[config.mk]
export PLATFORM = sky130hd
export DESIGN_NAME = otp_fuse_prog
export DESIGN_NICKNAME = d
export VERILOG_FILES = /design/src/rtl/otp_pkg.sv /design/src/rtl/otp_ctrl_regs.sv /design/src/rtl/otp_burn_seq.sv /design/src/rtl/otp_read_mux.sv /design/src/rtl/otp_fuse_prog.sv
export SDC_FILE = /design/constraint.sdc
export NUM_CORES = 1
export LEC_CHECK = 0
export ABC_CLOCK_PERIOD_IN_PS = 6850
export BUFFER_PORTS_ARGS = -buffer_cell sky130_fd_sc_hd__buf_2
export CORE_AREA = 5 5 144 146
export DETAILED_ROUTE_END_ITERATION = 12
export DIE_AREA = 0 0 149 151
export HOLD_SLACK_MARGIN = 0.12
export MAX_ROUTING_LAYER = met4
export PLACE_DENSITY = 0.73
export SETUP_SLACK_MARGIN = 0.5
export SYNTH_ARGS = -nofsm -noshare
export SYNTH_HDL_FRONTEND = slang
export SYNTH_HIERARCHICAL = 1
export SYNTH_SLANG_ARGS = --single-unit
[constraint.sdc]
create_clock -name clk -period 6.85 [get_ports clk]
set_clock_uncertainty 0.15 [all_clocks]
set_input_delay 0 -clock clk [delete_from_list [all_inputs] [get_ports clk]]
set_output_delay 0 -clock clk [all_outputs]
set_load 0.01 [all_outputs]
[src/rtl/otp_pkg.sv]
package otp_pkg;
  localparam int WORD_W = 32;
  localparam int BIT_W  = $clog2(WORD_W);
  localparam int OFS_W  = 6;

  localparam logic [15:0] UNLOCK_KEY = 16'h3E77;

  localparam logic [OFS_W-1:0] OFS_CTRL = 6'h00;
  localparam logic [OFS_W-1:0] OFS_SET  = 6'h04;
  localparam logic [OFS_W-1:0] OFS_CLR  = 6'h08;
  localparam logic [OFS_W-1:0] OFS_DATA = 6'h20;

  typedef enum logic [1:0] {
    SEQ_IDLE,
    SEQ_READ,
    SEQ_MASK,
    SEQ_BURN
  } seq_state_e;
endpackage

[src/rtl/otp_ctrl_regs.sv]
module otp_ctrl_regs
  import otp_pkg::*;
#(
  parameter int ADDR_W = 8
) (
  input  logic              clk,
  input  logic              rst,
  input  logic              wr_en,
  input  logic [OFS_W-1:0]  wr_ofs,
  input  logic [ADDR_W-1:0] wr_addr_bits,
  input  logic [15:0]       wr_key_bits,
  input  logic              wr_err_bit,
  input  logic              seq_busy,
  input  logic              lock_hit,
  output logic [ADDR_W-1:0] addr_q,
  output logic [15:0]       key_q,
  output logic              error_q,
  output logic              start
);
  logic data_wr, key_ok, attempt, lock_fail;

  always_comb begin
    data_wr   = wr_en && (wr_ofs == OFS_DATA);
    key_ok    = (key_q == UNLOCK_KEY);
    attempt   = data_wr && key_ok && !seq_busy && !error_q;
    start     = attempt && !lock_hit;
    lock_fail = attempt && lock_hit;
  end

  always_ff @(posedge clk) begin
    if (rst) begin
      addr_q  <= '0;
      key_q   <= '0;
      error_q <= 1'b0;
    end else begin
      if (wr_en) begin
        unique case (wr_ofs)
          OFS_CTRL: begin
            addr_q <= wr_addr_bits;
            key_q  <= wr_key_bits;
          end
          OFS_SET: begin
            addr_q <= addr_q | wr_addr_bits;
            key_q  <= key_q | wr_key_bits;
          end
          OFS_CLR: begin
            addr_q <= addr_q & ~wr_addr_bits;
            key_q  <= key_q & ~wr_key_bits;
            if (wr_err_bit) error_q <= 1'b0;
          end
          default: ;
        endcase
      end
      if (start) key_q <= '0;
      if (lock_fail) begin
        key_q   <= '0;
        error_q <= 1'b1;
      end
    end
  end

  assert_key_oneshot_R4: assert property (@(posedge clk) disable iff (rst)
    start |=> (key_q == '0))
    else $error("key survived an accepted request");

  assert_lock_sets_error_R9: assert property (@(posedge clk) disable iff (rst)
    lock_fail |=> (error_q && !seq_busy))
    else $error("locked request did not flag error");

  assert_error_clear_path_R10: assert property (@(posedge clk) disable iff (rst)
    $fell(error_q) |-> $past(wr_en && (wr_ofs == OFS_CLR) && wr_err_bit))
    else $error("error cleared without clear alias");

  assert_nokey_ignored_R11: assert property (@(posedge clk) disable iff (rst)
    (data_wr && !key_ok) |=> ($stable(key_q) && $stable(error_q) && $stable(addr_q)))
    else $error("keyless data write changed state");
endmodule

[src/rtl/otp_burn_seq.sv]
module otp_burn_seq
  import otp_pkg::*;
#(
  parameter int ADDR_W     = 8,
  parameter int STROBE_CYC = 4
) (
  input  logic              clk,
  input  logic              rst,
  input  logic              start,
  input  logic [ADDR_W-1:0] start_addr,
  input  logic [WORD_W-1:0] start_data,
  input  logic [WORD_W-1:0] fuse_rd_data,
  output logic              busy,
  output logic [WORD_W-1:0] data_q,
  output logic [ADDR_W-1:0] lat_addr,
  output logic              fuse_rd_en,
  output logic              pgm_en,
  output logic [BIT_W-1:0]  pgm_bit
);
  localparam int CNT_W = (STROBE_CYC > 1) ? $clog2(STROBE_CYC) : 1;
  localparam logic [CNT_W-1:0] CNT_LAST = CNT_W'(STROBE_CYC - 1);
  localparam logic [BIT_W-1:0] BIT_LAST = BIT_W'(WORD_W - 1);

  seq_state_e       state;
  logic [CNT_W-1:0] cnt;

  always_ff @(posedge clk) begin
    if (rst) begin
      state      <= SEQ_IDLE;
      data_q     <= '0;
      lat_addr   <= '0;
      fuse_rd_en <= 1'b0;
      pgm_bit    <= '0;
      cnt        <= '0;
    end else begin
      unique case (state)
        SEQ_IDLE: if (start) begin
          data_q     <= start_data;
          lat_addr   <= start_addr;
          fuse_rd_en <= 1'b1;
          state      <= SEQ_READ;
        end
        SEQ_READ: begin
          fuse_rd_en <= 1'b0;
          state      <= SEQ_MASK;
        end
        SEQ_MASK: begin
          data_q  <= data_q & ~fuse_rd_data;
          pgm_bit <= '0;
          cnt     <= '0;
          state   <= SEQ_BURN;
        end
        SEQ_BURN: begin
          if (cnt == CNT_LAST) begin
            cnt    <= '0;
            data_q <= data_q >> 1;
            if (pgm_bit == BIT_LAST) state <= SEQ_IDLE;
            else pgm_bit <= pgm_bit + 1'b1;
          end else begin
            cnt <= cnt + 1'b1;
          end
        end
        default: state <= SEQ_IDLE;
      endcase
    end
  end

  always_comb begin
    busy   = (state != SEQ_IDLE);
    pgm_en = (state == SEQ_BURN) && data_q[0];
  end

  assert_addr_latched_R8: assert property (@(posedge clk) disable iff (rst)
    ((state != SEQ_IDLE) && ($past(state) != SEQ_IDLE)) |-> $stable(lat_addr))
    else $error("latched address moved during burn");

  assert_read_then_mask_R5: assert property (@(posedge clk) disable iff (rst)
    (state == SEQ_READ) |=> (state == SEQ_MASK && !fuse_rd_en))
    else $error("read phase out of order");

  assert_start_reads_R6: assert property (@(posedge clk) disable iff (rst)
    (state == SEQ_IDLE && start) |=> (state == SEQ_READ && fuse_rd_en))
    else $error("accepted request did not begin with fuse read");

  assert_shift_boundary_R7: assert property (@(posedge clk) disable iff (rst)
    ((state == SEQ_BURN) && ($past(state) == SEQ_BURN) && ($past(cnt) != CNT_LAST))
      |-> $stable(data_q))
    else $error("data shifted inside a strobe interval");
endmodule

[src/rtl/otp_read_mux.sv]
module otp_read_mux
  import otp_pkg::*;
#(
  parameter int ADDR_W = 8
) (
  input  logic              clk,
  input  logic              rst,
  input  logic              rd_en,
  input  logic [OFS_W-1:0]  rd_ofs,
  input  logic [ADDR_W-1:0] addr_q,
  input  logic [15:0]       key_q,
  input  logic              busy,
  input  logic              error_q,
  input  logic [WORD_W-1:0] data_q,
  output logic [WORD_W-1:0] rdata
);
  logic [WORD_W-1:0] ctrl_view;

  always_comb begin
    ctrl_view               = '0;
    ctrl_view[ADDR_W-1:0]   = addr_q;
    ctrl_view[ADDR_W]       = busy;
    ctrl_view[ADDR_W+1]     = error_q;
    ctrl_view[WORD_W-1:16]  = key_q;
  end

  always_ff @(posedge clk) begin
    if (rst) begin
      rdata <= '0;
    end else if (rd_en) begin
      unique case (rd_ofs)
        OFS_CTRL, OFS_SET, OFS_CLR: rdata <= ctrl_view;
        OFS_DATA:                   rdata <= data_q;
        default:                    rdata <= '0;
      endcase
    end
  end
endmodule

[src/rtl/otp_fuse_prog.sv]
module otp_fuse_prog
  import otp_pkg::*;
#(
  parameter int ADDR_W     = 8,
  parameter int STROBE_CYC = 4,
  localparam int NUM_WORDS = 2 ** ADDR_W
) (
  input  logic                 clk,
  input  logic                 rst,
  input  logic                 bus_wr_en,
  input  logic                 bus_rd_en,
  input  logic [OFS_W-1:0]     bus_ofs,
  input  logic [WORD_W-1:0]    bus_wdata,
  output logic [WORD_W-1:0]    bus_rdata,
  input  logic [NUM_WORDS-1:0] word_lock,
  output logic                 busy,
  output logic                 error,
  output logic                 fuse_rd_en,
  output logic [ADDR_W-1:0]    fuse_addr,
  input  logic [WORD_W-1:0]    fuse_rd_data,
  output logic                 fuse_pgm_en,
  output logic [BIT_W-1:0]     fuse_pgm_bit
);
  logic [ADDR_W-1:0] addr_q;
  logic [15:0]       key_q;
  logic              start, lock_hit;
  logic [WORD_W-1:0] data_q;

  assign lock_hit = word_lock[addr_q];

  otp_ctrl_regs #(.ADDR_W(ADDR_W)) u_regs (
    .clk         (clk),
    .rst         (rst),
    .wr_en       (bus_wr_en),
    .wr_ofs      (bus_ofs),
    .wr_addr_bits(bus_wdata[ADDR_W-1:0]),
    .wr_key_bits (bus_wdata[WORD_W-1:16]),
    .wr_err_bit  (bus_wdata[ADDR_W+1]),
    .seq_busy    (busy),
    .lock_hit    (lock_hit),
    .addr_q      (addr_q),
    .key_q       (key_q),
    .error_q     (error),
    .start       (start)
  );

  otp_burn_seq #(.ADDR_W(ADDR_W), .STROBE_CYC(STROBE_CYC)) u_seq (
    .clk         (clk),
    .rst         (rst),
    .start       (start),
    .start_addr  (addr_q),
    .start_data  (bus_wdata),
    .fuse_rd_data(fuse_rd_data),
    .busy        (busy),
    .data_q      (data_q),
    .lat_addr    (fuse_addr),
    .fuse_rd_en  (fuse_rd_en),
    .pgm_en      (fuse_pgm_en),
    .pgm_bit     (fuse_pgm_bit)
  );

  otp_read_mux #(.ADDR_W(ADDR_W)) u_rmux (
    .clk    (clk),
    .rst    (rst),
    .rd_en  (bus_rd_en),
    .rd_ofs (bus_ofs),
    .addr_q (addr_q),
    .key_q  (key_q),
    .busy   (busy),
    .error_q(error),
    .data_q (data_q),
    .rdata  (bus_rdata)
  );

  assert_no_access_when_idle_R1: assert property (@(posedge clk) disable iff (rst)
    (!busy) |-> (!fuse_pgm_en && !fuse_rd_en))
    else $error("fuse activity while idle");
endmodule

==> run metrics <==
status=complete, no violations; clk_lat worst skew=0.36 ns; TritonCTS buffer count=9; highest-delay cell along the critical path=dfxtp_4; final hold vios=0; synthesized instance count=875; starting density of the core=41.4%; syn nets=1214; CTS clk-pin slew, worst paths=0.07 ns; max-cap violations=0; RSZ-0062 raised after global routing=no; I/O Pins=379; Final Cycle Share=77.0%; CP required=7.00 ns; global-route wire length before repair=51300 µm; P_leak=4.23 nW; share of layout cells above drive strength 1=39.0%; WS Path Type=reg -> reg; Die X=149 µm; Cell Area, Synth=7970 µm²; Finish-stage setup viols=0; Slew Limit Fails=0; hpwl dp=25300 µm; Area growth syn-to-layout=38.6%; final cell count without fillers=1560; placed cell area=9730 µm²; Final GP Congestion=0.964; antenna-violating nets left=0; vias in the first global route=9126; max incr delay on CP=0.92 ns; switching part of the total=27.7%; initial antenna violation count=8; CP bufs+invs=3; Reg area=2150 µm²; Synth warnings=6; fill count=1696; Worst path top cell family by delay=simple AND/OR/NAND/NOR gates; final WL=34500 µm; top_reg_cell synth=dfxtp_1; Via-to-Cell Ratio=5.90; Worst Path Max Fanout=54; CTS tree=yes; CP Capture Type=register; grt total ovfl=0; Finished Cell Area=11100 µm²; worst path cell trace=nor2b_1 -> a22oi_1 -> and3_1 -> o41a_1 -> nor4_1 -> a31oi_1 -> nor2_1 -> buf_4 -> nor2b_2 -> buf_4 -> or4_4 -> o32ai_1 -> dlygate4sd3_1; Avg Cell Area, Syn=9.11 µm²; flops & latches, synth=107; TritonRoute pass-1 iters=6; worst slew pin tran=1.10 ns; post-synthesis sequential area ratio=26.9%; Global Route Usage Sum=29.8%; Vert. Die Dim=151 µm; Seq pwr share=42.6%; maximum root-to-sink buffer count=2; Pwr Density=148 nW/µm²; row count=51; fin crit period=5.27 ns; fmax=190 MHz; Synth cell types=67; hold crit path type=in -> reg; Fin Setup TNS=0 ns; Int Power=1.18 mW; Synth async-reset ratio=0%; CP Data Arrival Time=5.42 ns; # DRC=0; CTS Sinks=107; Slew headroom=26.6%; largest net degree at the start of global routing=74; EDFF count, synth=0; crit path launch type=register; Combinational Power Share=21.9%; Clk pwr share=35.5%; DR WL/cell=22.1 µm; Root Buffer=clkbuf_16; CP most frequent cell=buf_4; drt initial violations=683; Hold WS=0.240 ns; H-tree Lvls=3; CORE AREA=19300 µm²; Psw=455 µW; via count=9205; Max VDD drop=0.123 mV; Port Buffers=378; area of the multi-input gates=5100 µm²; NumNets Final=1623; Die ar.=22500 µm²; placed cells=1440; Post-CTS Setup Inserts=0
==> power groups by stage <==
stage,Sequential (mW),Combinational (mW),Clock [mW]
floorplan,0.704,0.170,0
detailed placement,0.711,0.315,0
CTS,0.697,0.352,0.584
global placement,0.710,0.311,0
finish,0.698,0.359,0.582
global route,0.703,0.385,0.602
==> cells in the final DEF (no fill, tap or decap), types with 41 or more instances in the layout <==
cell           netlist  final
buf_2               16    377
dfxtp_1            107    105
dlygate4sd3_1        0     98
mux2i_1             63     63
a21oi_1             49     49
nand3_1             47     47
nand2_1             42     42
a22oi_1             41     41
==> cells by family after synthesis <==
group / count (synthesis) / synth area share [%]
simple gates: 305 / 22.3
mux: 99 / 18.3
buf+inv: 132 / 9.37
flops: 107 / 26.9
fa+ha+maj: 9 / 1.41
xor+xnor: 2 / 0.220
compound gates: 221 / 21.5
==> sequential cells by signal, indices dropped and copies added, names as in the netlist <==
name	count
u_rmux/rdata	32
u_seq/data_q	32
u_regs/key_q	16
u_regs/addr_q	8
u_seq/lat_addr	8
u_seq/pgm_bit	5
u_seq/cnt	2
u_seq/state	2
u_regs/error_q	1
u_seq/fuse_rd_en	1
==> worst paths after layout <==
check | start | endpoint | depth (start not counted) | slack [ns]
worst max-delay path | u_regs/addr_q[0]$_SDFFE_PP0P_ | u_seq/data_q[15]$_SDFFE_PP0P_ | 13 | 1.58
worst min-delay path | bus_rd_en | u_rmux/rdata[15]$_SDFFE_PP0P_ | 4 | 0.24
worst max register to register | u_regs/addr_q[0]$_SDFFE_PP0P_ | u_seq/data_q[15]$_SDFFE_PP0P_ | 13 | 1.58
worst min register to register | u_seq/lat_addr[7]$_SDFFE_PP0P_ | u_seq/lat_addr[7]$_SDFFE_PP0P_ | 2 | 0.31
==> worst min-delay path, stage by stage <==
cell,delay [ns]
buf_2,0.09
buf_4,0.35
nand4_1,0.16
a21oi_1,0.06
==> area by class of cell <==
type,instances,area share (%)
multi-input combinational,636,46.1
inverter,40,1.36
antenna,8,0.181
timing repair buffer,490,27.0
clock buffer,11,2.30
clock inverter,3,0.623
tap,265,3.00
sequential,107,19.4
==> per-stage QoR <==
stage | power (mW) | worst slack [ns] | utilization [%]
2_1_floorplan | 0.873 | 3.60 | -
3_5_place_dp | 1.03 | 2.20 | 50.5
6_report | 1.64 | 1.58 | 57.4
3_3_place_gp | 1.02 | 2.35 | 50.5
4_1_cts | 1.63 | 1.67 | 57.3
5_1_grt | 1.69 | 1.31 | 57.4
==> Yosys cell counts, types with 3 or more instances <==
master    number  area share (%)
inv_1         39             1.8
o21ai_1       20             1.3
mux4_2        31             8.8
nand3b_1       5            0.47
nor4_1        39             3.1
o22ai_1       21             1.6
mux2i_1       63             7.9
nand2_1       42             2.0
a311oi_2      24             4.5
buf_2         16             1.0
a22oi_1       41             3.9
o21ai_0        9            0.56
mux4_1         5             1.6
nor4bb_1       3            0.38
buf_1          5            0.24
nand2b_1      11            0.86
buf_6         15             2.1
ha_1           9             1.4
nor3_1        28             1.8
a22o_1         5            0.55
clkbuf_1      39             1.8
a21oi_1       49             3.1
buf_4          9            0.85
nand3_1       47             3.0
nor2b_1       37             2.9
a31oi_1        5            0.39
nand4_1        8            0.63
nor2_1        40             1.9
and3_1         3            0.24
o32ai_1       31             3.4
dfxtp_1      107              27
clkbuf_8       4            0.69
nand3_2       24             3.0
==> metal layers <==
| metal | vias to the layer above | GRT usage, % | part of all wire (%) |
|---|---|---|---|
| li1 | 4197 | - | - |
| met4 | 0 | 9.11 | 2.9 |
| met1 | 4402 | 35.3 | 38 |
| met3 | 73 | 6.10 | 9.3 |
| met5 | - | - | 0 |
| met2 | 533 | 51.4 | 50 |
==> repair_timing <==
action	4_1_cts	5_1_grt
gates resized for setup	0	0
endpoints found under the setup margin	0	0
endpoints found under the hold margin	73	0
hold buffers	98	0
Power figures use the tool's default switching activity.
